[src/rtl/trc_pkg.sv]
package trc_pkg;

    typedef enum logic [1:0] {
        HM_NONE     = 2'b00,
        HM_ON_TRIG  = 2'b01,
        HM_AFTER    = 2'b10,
        HM_ON_FULL  = 2'b11
    } halt_mode_e;

    typedef enum logic [1:0] {
        PH_PRE  = 2'b00,
        PH_POST = 2'b01,
        PH_STOP = 2'b10
    } phase_e;

    // Qualified view of one processor cycle
    typedef struct packed {
        logic live;    // cycle present, will be recorded
        logic counts;  // cycle takes part in event processing
        logic trig;    // qualified trigger
    } cyc_ev_t;

    function automatic int unsigned entry_limit(input int unsigned aw);
        return (1 << aw) - 1;
    endfunction

endpackage

[src/rtl/trc_qualify.sv]
module trc_qualify
    import trc_pkg::*;
(
    input  logic    cyc_valid,
    input  logic    cyc_trig,
    input  logic    cyc_fnop,
    input  logic    skip_fnop,
    output cyc_ev_t ev
);
    always_comb begin
        ev.live   = cyc_valid;
        ev.counts = cyc_valid && !(skip_fnop && cyc_fnop);
        ev.trig   = ev.counts && cyc_trig;
    end
endmodule

[src/rtl/trc_wrptr.sv]
module trc_wrptr #(
    parameter int unsigned ADDR_W = 16
) (
    input  logic              clk,
    input  logic              rst,
    input  logic              clr,
    input  logic              adv,
    output logic [ADDR_W-1:0] ptr,
    output logic [ADDR_W-1:0] count
);
    localparam logic [ADDR_W-1:0] LIMIT = ADDR_W'(trc_pkg::entry_limit(ADDR_W));

    always_ff @(posedge clk) begin
        if (rst || clr) begin
            ptr   <= '0;
            count <= '0;
        end else if (adv) begin
            ptr <= ptr + 1'b1;
            if (count != LIMIT)
                count <= count + 1'b1;
        end
    end

    assert_ptr_step_R2: assert property (@(posedge clk) disable iff (rst)
        (adv && !clr) |=> (ptr == ADDR_W'($past(ptr) + 1'b1)));

    assert_count_saturates_R3: assert property (@(posedge clk) disable iff (rst)
        (adv && !clr && count == LIMIT) |=> (count == LIMIT));

    assert_clear_state_R1: assert property (@(posedge clk) disable iff (rst)
        clr |=> (ptr == '0 && count == '0));
endmodule

[src/rtl/trc_sequencer.sv]
module trc_sequencer
    import trc_pkg::*;
#(
    parameter int unsigned ADDR_W = 16
) (
    input  logic              clk,
    input  logic              rst,
    input  logic              clr,
    input  cyc_ev_t           ev,
    input  halt_mode_e        mode,
    input  logic [ADDR_W-1:0] post_len,
    input  logic [ADDR_W-1:0] ptr,
    input  logic [ADDR_W-1:0] count,
    output logic              mem_we,
    output logic              halt_req,
    output logic              done,
    output logic              trig_valid,
    output logic [ADDR_W-1:0] trig_index
);
    localparam logic [ADDR_W-1:0] LIMIT    = ADDR_W'(entry_limit(ADDR_W));
    localparam logic [ADDR_W-1:0] LIMIT_M1 = LIMIT - 1'b1;

    phase_e            phase;
    logic [ADDR_W-1:0] post_cnt;
    logic [ADDR_W-1:0] post_next;
    logic              capturing;
    logic              full_block;
    logic              accept;
    logic              win_step;
    logic              finish;

    always_comb begin
        capturing  = (phase != PH_STOP);
        full_block = (mode == HM_ON_FULL) && (count == LIMIT);
        mem_we     = !clr && capturing && ev.live && !full_block;
        accept     = !clr && (phase == PH_PRE) && ev.trig;
        post_next  = post_cnt + 1'b1;
        win_step   = !clr && (phase == PH_POST) && ev.counts;
        unique case (mode)
            HM_ON_TRIG: finish = accept;
            HM_ON_FULL: finish = mem_we && (count == LIMIT_M1);
            default:    finish = (accept && post_len == '0) ||
                                 (win_step && post_next == post_len);
        endcase
    end

    always_ff @(posedge clk) begin
        if (rst || clr) begin
            phase      <= PH_PRE;
            post_cnt   <= '0;
            halt_req   <= 1'b0;
            done       <= 1'b0;
            trig_valid <= 1'b0;
            trig_index <= '0;
        end else begin
            if (finish) begin
                phase    <= PH_STOP;
                done     <= 1'b1;
                halt_req <= (mode != HM_NONE);
            end else if (accept) begin
                phase <= PH_POST;
            end
            if (accept) begin
                trig_valid <= 1'b1;
                trig_index <= ptr;
            end
            if (win_step)
                post_cnt <= post_next;
        end
    end

    assert_quiet_after_done_R10: assert property (@(posedge clk) disable iff (rst)
        done |-> !mem_we);

    assert_halt_needs_done_R5: assert property (@(posedge clk) disable iff (rst)
        halt_req |-> done);

    assert_trig_index_held_R4: assert property (@(posedge clk) disable iff (rst)
        (trig_valid && !clr) |=> ($stable(trig_index) && trig_valid));

    assert_done_sticky_R10: assert property (@(posedge clk) disable iff (rst)
        (done && !clr) |=> done);
endmodule

[src/rtl/trc_capture_ctrl.sv]
module trc_capture_ctrl
    import trc_pkg::*;
#(
    parameter int unsigned ADDR_W = 16,
    parameter int unsigned DATA_W = 32
) (
    input  logic              clk,
    input  logic              rst,
    input  logic              arm,
    input  logic [1:0]        cfg_mode,
    input  logic [ADDR_W-1:0] cfg_post_len,
    input  logic              cfg_skip_fnop,
    input  logic              cyc_valid,
    input  logic [DATA_W-1:0] cyc_data,
    input  logic              cyc_trig,
    input  logic              cyc_fnop,
    output logic              mem_we,
    output logic [ADDR_W-1:0] mem_addr,
    output logic [DATA_W-1:0] mem_wdata,
    output logic              halt_req,
    output logic              capture_done,
    output logic              trig_valid,
    output logic [ADDR_W-1:0] trig_index,
    output logic [ADDR_W-1:0] entry_count
);
    cyc_ev_t           ev;
    logic [ADDR_W-1:0] ptr;
    halt_mode_e        mode;

    assign mode      = halt_mode_e'(cfg_mode);
    assign mem_addr  = ptr;
    assign mem_wdata = cyc_data;

    trc_qualify u_qual (
        .cyc_valid (cyc_valid),
        .cyc_trig  (cyc_trig),
        .cyc_fnop  (cyc_fnop),
        .skip_fnop (cfg_skip_fnop),
        .ev        (ev)
    );

    trc_wrptr #(.ADDR_W(ADDR_W)) u_ptr (
        .clk   (clk),
        .rst   (rst),
        .clr   (arm),
        .adv   (mem_we),
        .ptr   (ptr),
        .count (entry_count)
    );

    trc_sequencer #(.ADDR_W(ADDR_W)) u_seq (
        .clk        (clk),
        .rst        (rst),
        .clr        (arm),
        .ev         (ev),
        .mode       (mode),
        .post_len   (cfg_post_len),
        .ptr        (ptr),
        .count      (entry_count),
        .mem_we     (mem_we),
        .halt_req   (halt_req),
        .done       (capture_done),
        .trig_valid (trig_valid),
        .trig_index (trig_index)
    );

    assert_no_write_invalid_R11: assert property (@(posedge clk) disable iff (rst)
        !cyc_valid |-> !mem_we);
endmodule

[config.mk]
export PLATFORM = sky130hd
export DESIGN_NAME = trc_capture_ctrl
export DESIGN_NICKNAME = d
export VERILOG_FILES = /design/src/rtl/trc_pkg.sv /design/src/rtl/trc_qualify.sv /design/src/rtl/trc_wrptr.sv /design/src/rtl/trc_sequencer.sv /design/src/rtl/trc_capture_ctrl.sv
export SDC_FILE = /design/constraint.sdc
export NUM_CORES = 1
export LEC_CHECK = 0
export ABC_AREA = 1
export BUFFER_PORTS_ARGS = -buffer_cell sky130_fd_sc_hd__buf_2
export CAP_MARGIN = 20
export CORE_MARGIN = 4
export CORE_UTILIZATION = 37
export CTS_BUF_LIST = sky130_fd_sc_hd__clkbuf_2 sky130_fd_sc_hd__clkbuf_4 sky130_fd_sc_hd__clkbuf_8
export CTS_CLUSTER_DIAMETER = 80
export CTS_CLUSTER_SIZE = 10
export DETAILED_ROUTE_END_ITERATION = 12
export MAX_ROUTING_LAYER = met4
export SLEW_MARGIN = 20
export SYNTH_ARGS = -nofsm -noshare
export SYNTH_HDL_FRONTEND = slang
export SYNTH_HIERARCHICAL = 1
export SYNTH_SLANG_ARGS = --single-unit
[constraint.sdc]
create_clock -name clk -period 2.4 [get_ports clk]
set_input_delay 0.24 -clock clk [delete_from_list [all_inputs] [get_ports clk]]
set_output_delay 0.24 -clock clk [all_outputs]
set_load 0.03 [all_outputs]
==> run metrics <==
critical path arrival 2.48 ns; die height 114.2 um; WHS Endpoint u_seq/halt_req$_SDFFE_PP0P_; I/O pin cnt 141; vias in the first global route ~3800; synthesized area approximately 4200 um^2; min-delay worst type in2reg; fmax 449.7 MHz; clk_lat worst skew 0.36 ns; dpl ws about 0.19 ns; final instance area 4666 um^2; cts hold-fix bufs 0; final worst path period share 0.9266; Ant. Diodes 0; reg-to-reg endpoint u_seq/halt_req$_SDFFE_PP0P_; worst slew pin tran 0.4982 ns; syn_area_per_cell 6.436 um^2; initial antenna violation count 0; crit-path max FO 10; cells on worst reg2reg path 14; Initial Utilization 0.3814; PortBufs 76; Placer Congestion 0.8691; Crit Path Category reg2reg; r2r startpoint u_seq/post_cnt[1]$_SDFFE_PP0P_; clk_skew 0.01033 ns; Routed WL between 10 and 15 mm; Tot GR Track Use 0.1755; worst setup margin roughly 0.18 ns; register area share after synthesis 0.3312; Filler Cell Count between 1000 and 1500; synth warn 6; DR iter-0 viols approximately 300; highest-count cells in the layout ignoring fill and taps 132 x nand2_1, 101 x nor2_1, 86 x inv_1; total of max-cap violations 0; RSZ-0062 raised after global routing no; first-pass iteration count of the detailed router 4; status complete, no violations; Syn Inst Count 648; # rows 38; DIE AREA about 13000 um^2; residual DRC count 0; CTS H-tree lvls 3; Routed WL per cell 13.10 um; nets between 700 and 800; largest net degree at the start of global routing 31; Distinct cells, synth 33; relative slew slack 0.6675; layout cells sized above 1 0.1843; Final Util 0.4267; CTS buffer count 9; Post-CTS Setup Bufs 0; Area Growth Syn to Fin 11.88%; Tmin final 2.224 ns; Vias/cell 4.869; via count 4090; area of placed instances 4464 um^2; CTS tree yes; CP required 2.66 ns; Reg clk slew, reported paths 0.08 ns; fin. max-slew vios 0; syn nets just over 700; core box area 10940 um^2; critical path launch point type flop; setup TNS 0 ns; first-pass GRT wire length 17.91 mm; Total Power roughly 2.3 mW; clk sink count 69; CTS resizes 0; Yosys reg bits 69; Max rail drop VDD 0.3543 mV; dpl hpwl around 8.1 mm; Hold Path Origin cfg_mode[0]; final setup violation count 0; PD cells roughly 490 nW/um^2; Crit. End Element flop; post-route ant nets 0; worst hold stages 4; Clock Path Buffers 2; final hold violations 0; grt ovf 0; Leak approximately 2.2 nW; Root Buffer clkbuf_8; commonest non-fill, non-tap cell in the layout nand2_1; FF-to-FF setup slack 0.18 ns; chip width 114.2 um
[through the flow]
stage | hold slack [ns] | cells
6_report | 0.2377 | 840
5_1_grt | 0.2374 | 840
4_1_cts | 0.2262 | 840
3_5_place_dp | 0.4769 | 824
3_3_place_gp | 0.4537 | 824
2_1_floorplan | 0.4568 | 648
[registers in the layout, indices dropped and copies added, names as in the netlist]
name and flops:
u_seq/trig_index 16, u_seq/done 1, u_ptr/ptr 16, u_ptr/count 16, u_seq/trig_valid 1, u_seq/phase 2, u_seq/post_cnt 16, u_seq/halt_req 1
[worst max path at each step]
stage	end	slack, ns	startpoint
finish	u_seq/halt_req$_SDFFE_PP0P_	0.18	u_seq/post_cnt[1]$_SDFFE_PP0P_
detailed placement	u_seq/halt_req$_SDFFE_PP0P_	0.19	u_seq/post_cnt[0]$_SDFFE_PP0P_
floorplan	u_ptr/count[13]$_SDFFE_PP0P_	0.06	u_ptr/count[9]$_SDFFE_PP0P_
global route	u_seq/halt_req$_SDFFE_PP0P_	0.001	u_seq/post_cnt[1]$_SDFFE_PP0P_
global placement	u_seq/halt_req$_SDFFE_PP0P_	0.24	u_seq/post_cnt[0]$_SDFFE_PP0P_
CTS	u_seq/halt_req$_SDFFE_PP0P_	0.17	u_seq/post_cnt[0]$_SDFFE_PP0P_
[kinds of logic after synthesis]
group           Yosys count  share of synthesized area
simple gates            350                     0.3789
fa+ha+maj                 3                   0.009002
compound gates           85                     0.1089
xor+xnor                  5                    0.01380
flops                    69                     0.3312
buf+inv                 136                     0.1581
[cell usage after synthesis (all sizes together)]
cell	count	area share
ha	3	0.0090
buf	38	0.070
nor4	2	0.0030
xnor2	2	0.0042
nor3	11	0.013
dfxtp	69	0.33
o211ai	5	0.0090
clkbuf	10	0.0090
nand4	17	0.029
nand2	137	0.13
inv	88	0.079
o21bai	2	0.0036
nand3	63	0.079
nor2	115	0.12
a21oi	32	0.039
o21ai	42	0.050
a41oi	1	0.0021
nand3b	4	0.0072
a31oi	3	0.0045
xor2	2	0.0042
or2	1	0.0015
xnor3	1	0.0054
[area by class of cell]
cell class                 count  area (um^2)  share of cell area
clock buffer                  10        137.6             0.02950
clock inverter                 6        62.56             0.01341
inverter                      88        330.3             0.07080
multi-input combinational    443         2137              0.4580
sequential                    69         1383              0.2963
tap                          140        175.2             0.03754
timing repair buffer          84        440.4             0.09440
[where the power goes]
part | switching [mW] | internal, mW | total (mW) | leakage (nW)
combinational | 0.108 | 0.0558 | 0.163 | 1.54
sequential | 0.00729 | 1.15 | 1.16 | 0.557
clock | 0.475 | 0.504 | 0.979 | 0.0943
total | 0.590 | 1.71 | 2.30 | 2.19
[metal layers]
metal  GRT usage  wire length, um  vias up
met5           -                0        -
met4     0.08472              253        0
met3     0.03700              649       26
met2      0.2576             4835       97
met1      0.2294             5265     1824
li1            -                -     2143
[critical path: stages, from the launching register on]
cell and delay (ns):
dfxtp_1 0.42, ha_1 0.25, nand2_2 0.12, nor2_8 0.19
nand3_1 0.13, nand3_1 0.14, o21ai_0 0.10, nor2_1 0.09
nand3_1 0.09, nor2_1 0.17, nand2_1 0.07, nand2_1 0.08
nand2_2 0.09, a21oi_1 0.13, nor2_1 0.06
(Power assumes the default switching activity.)
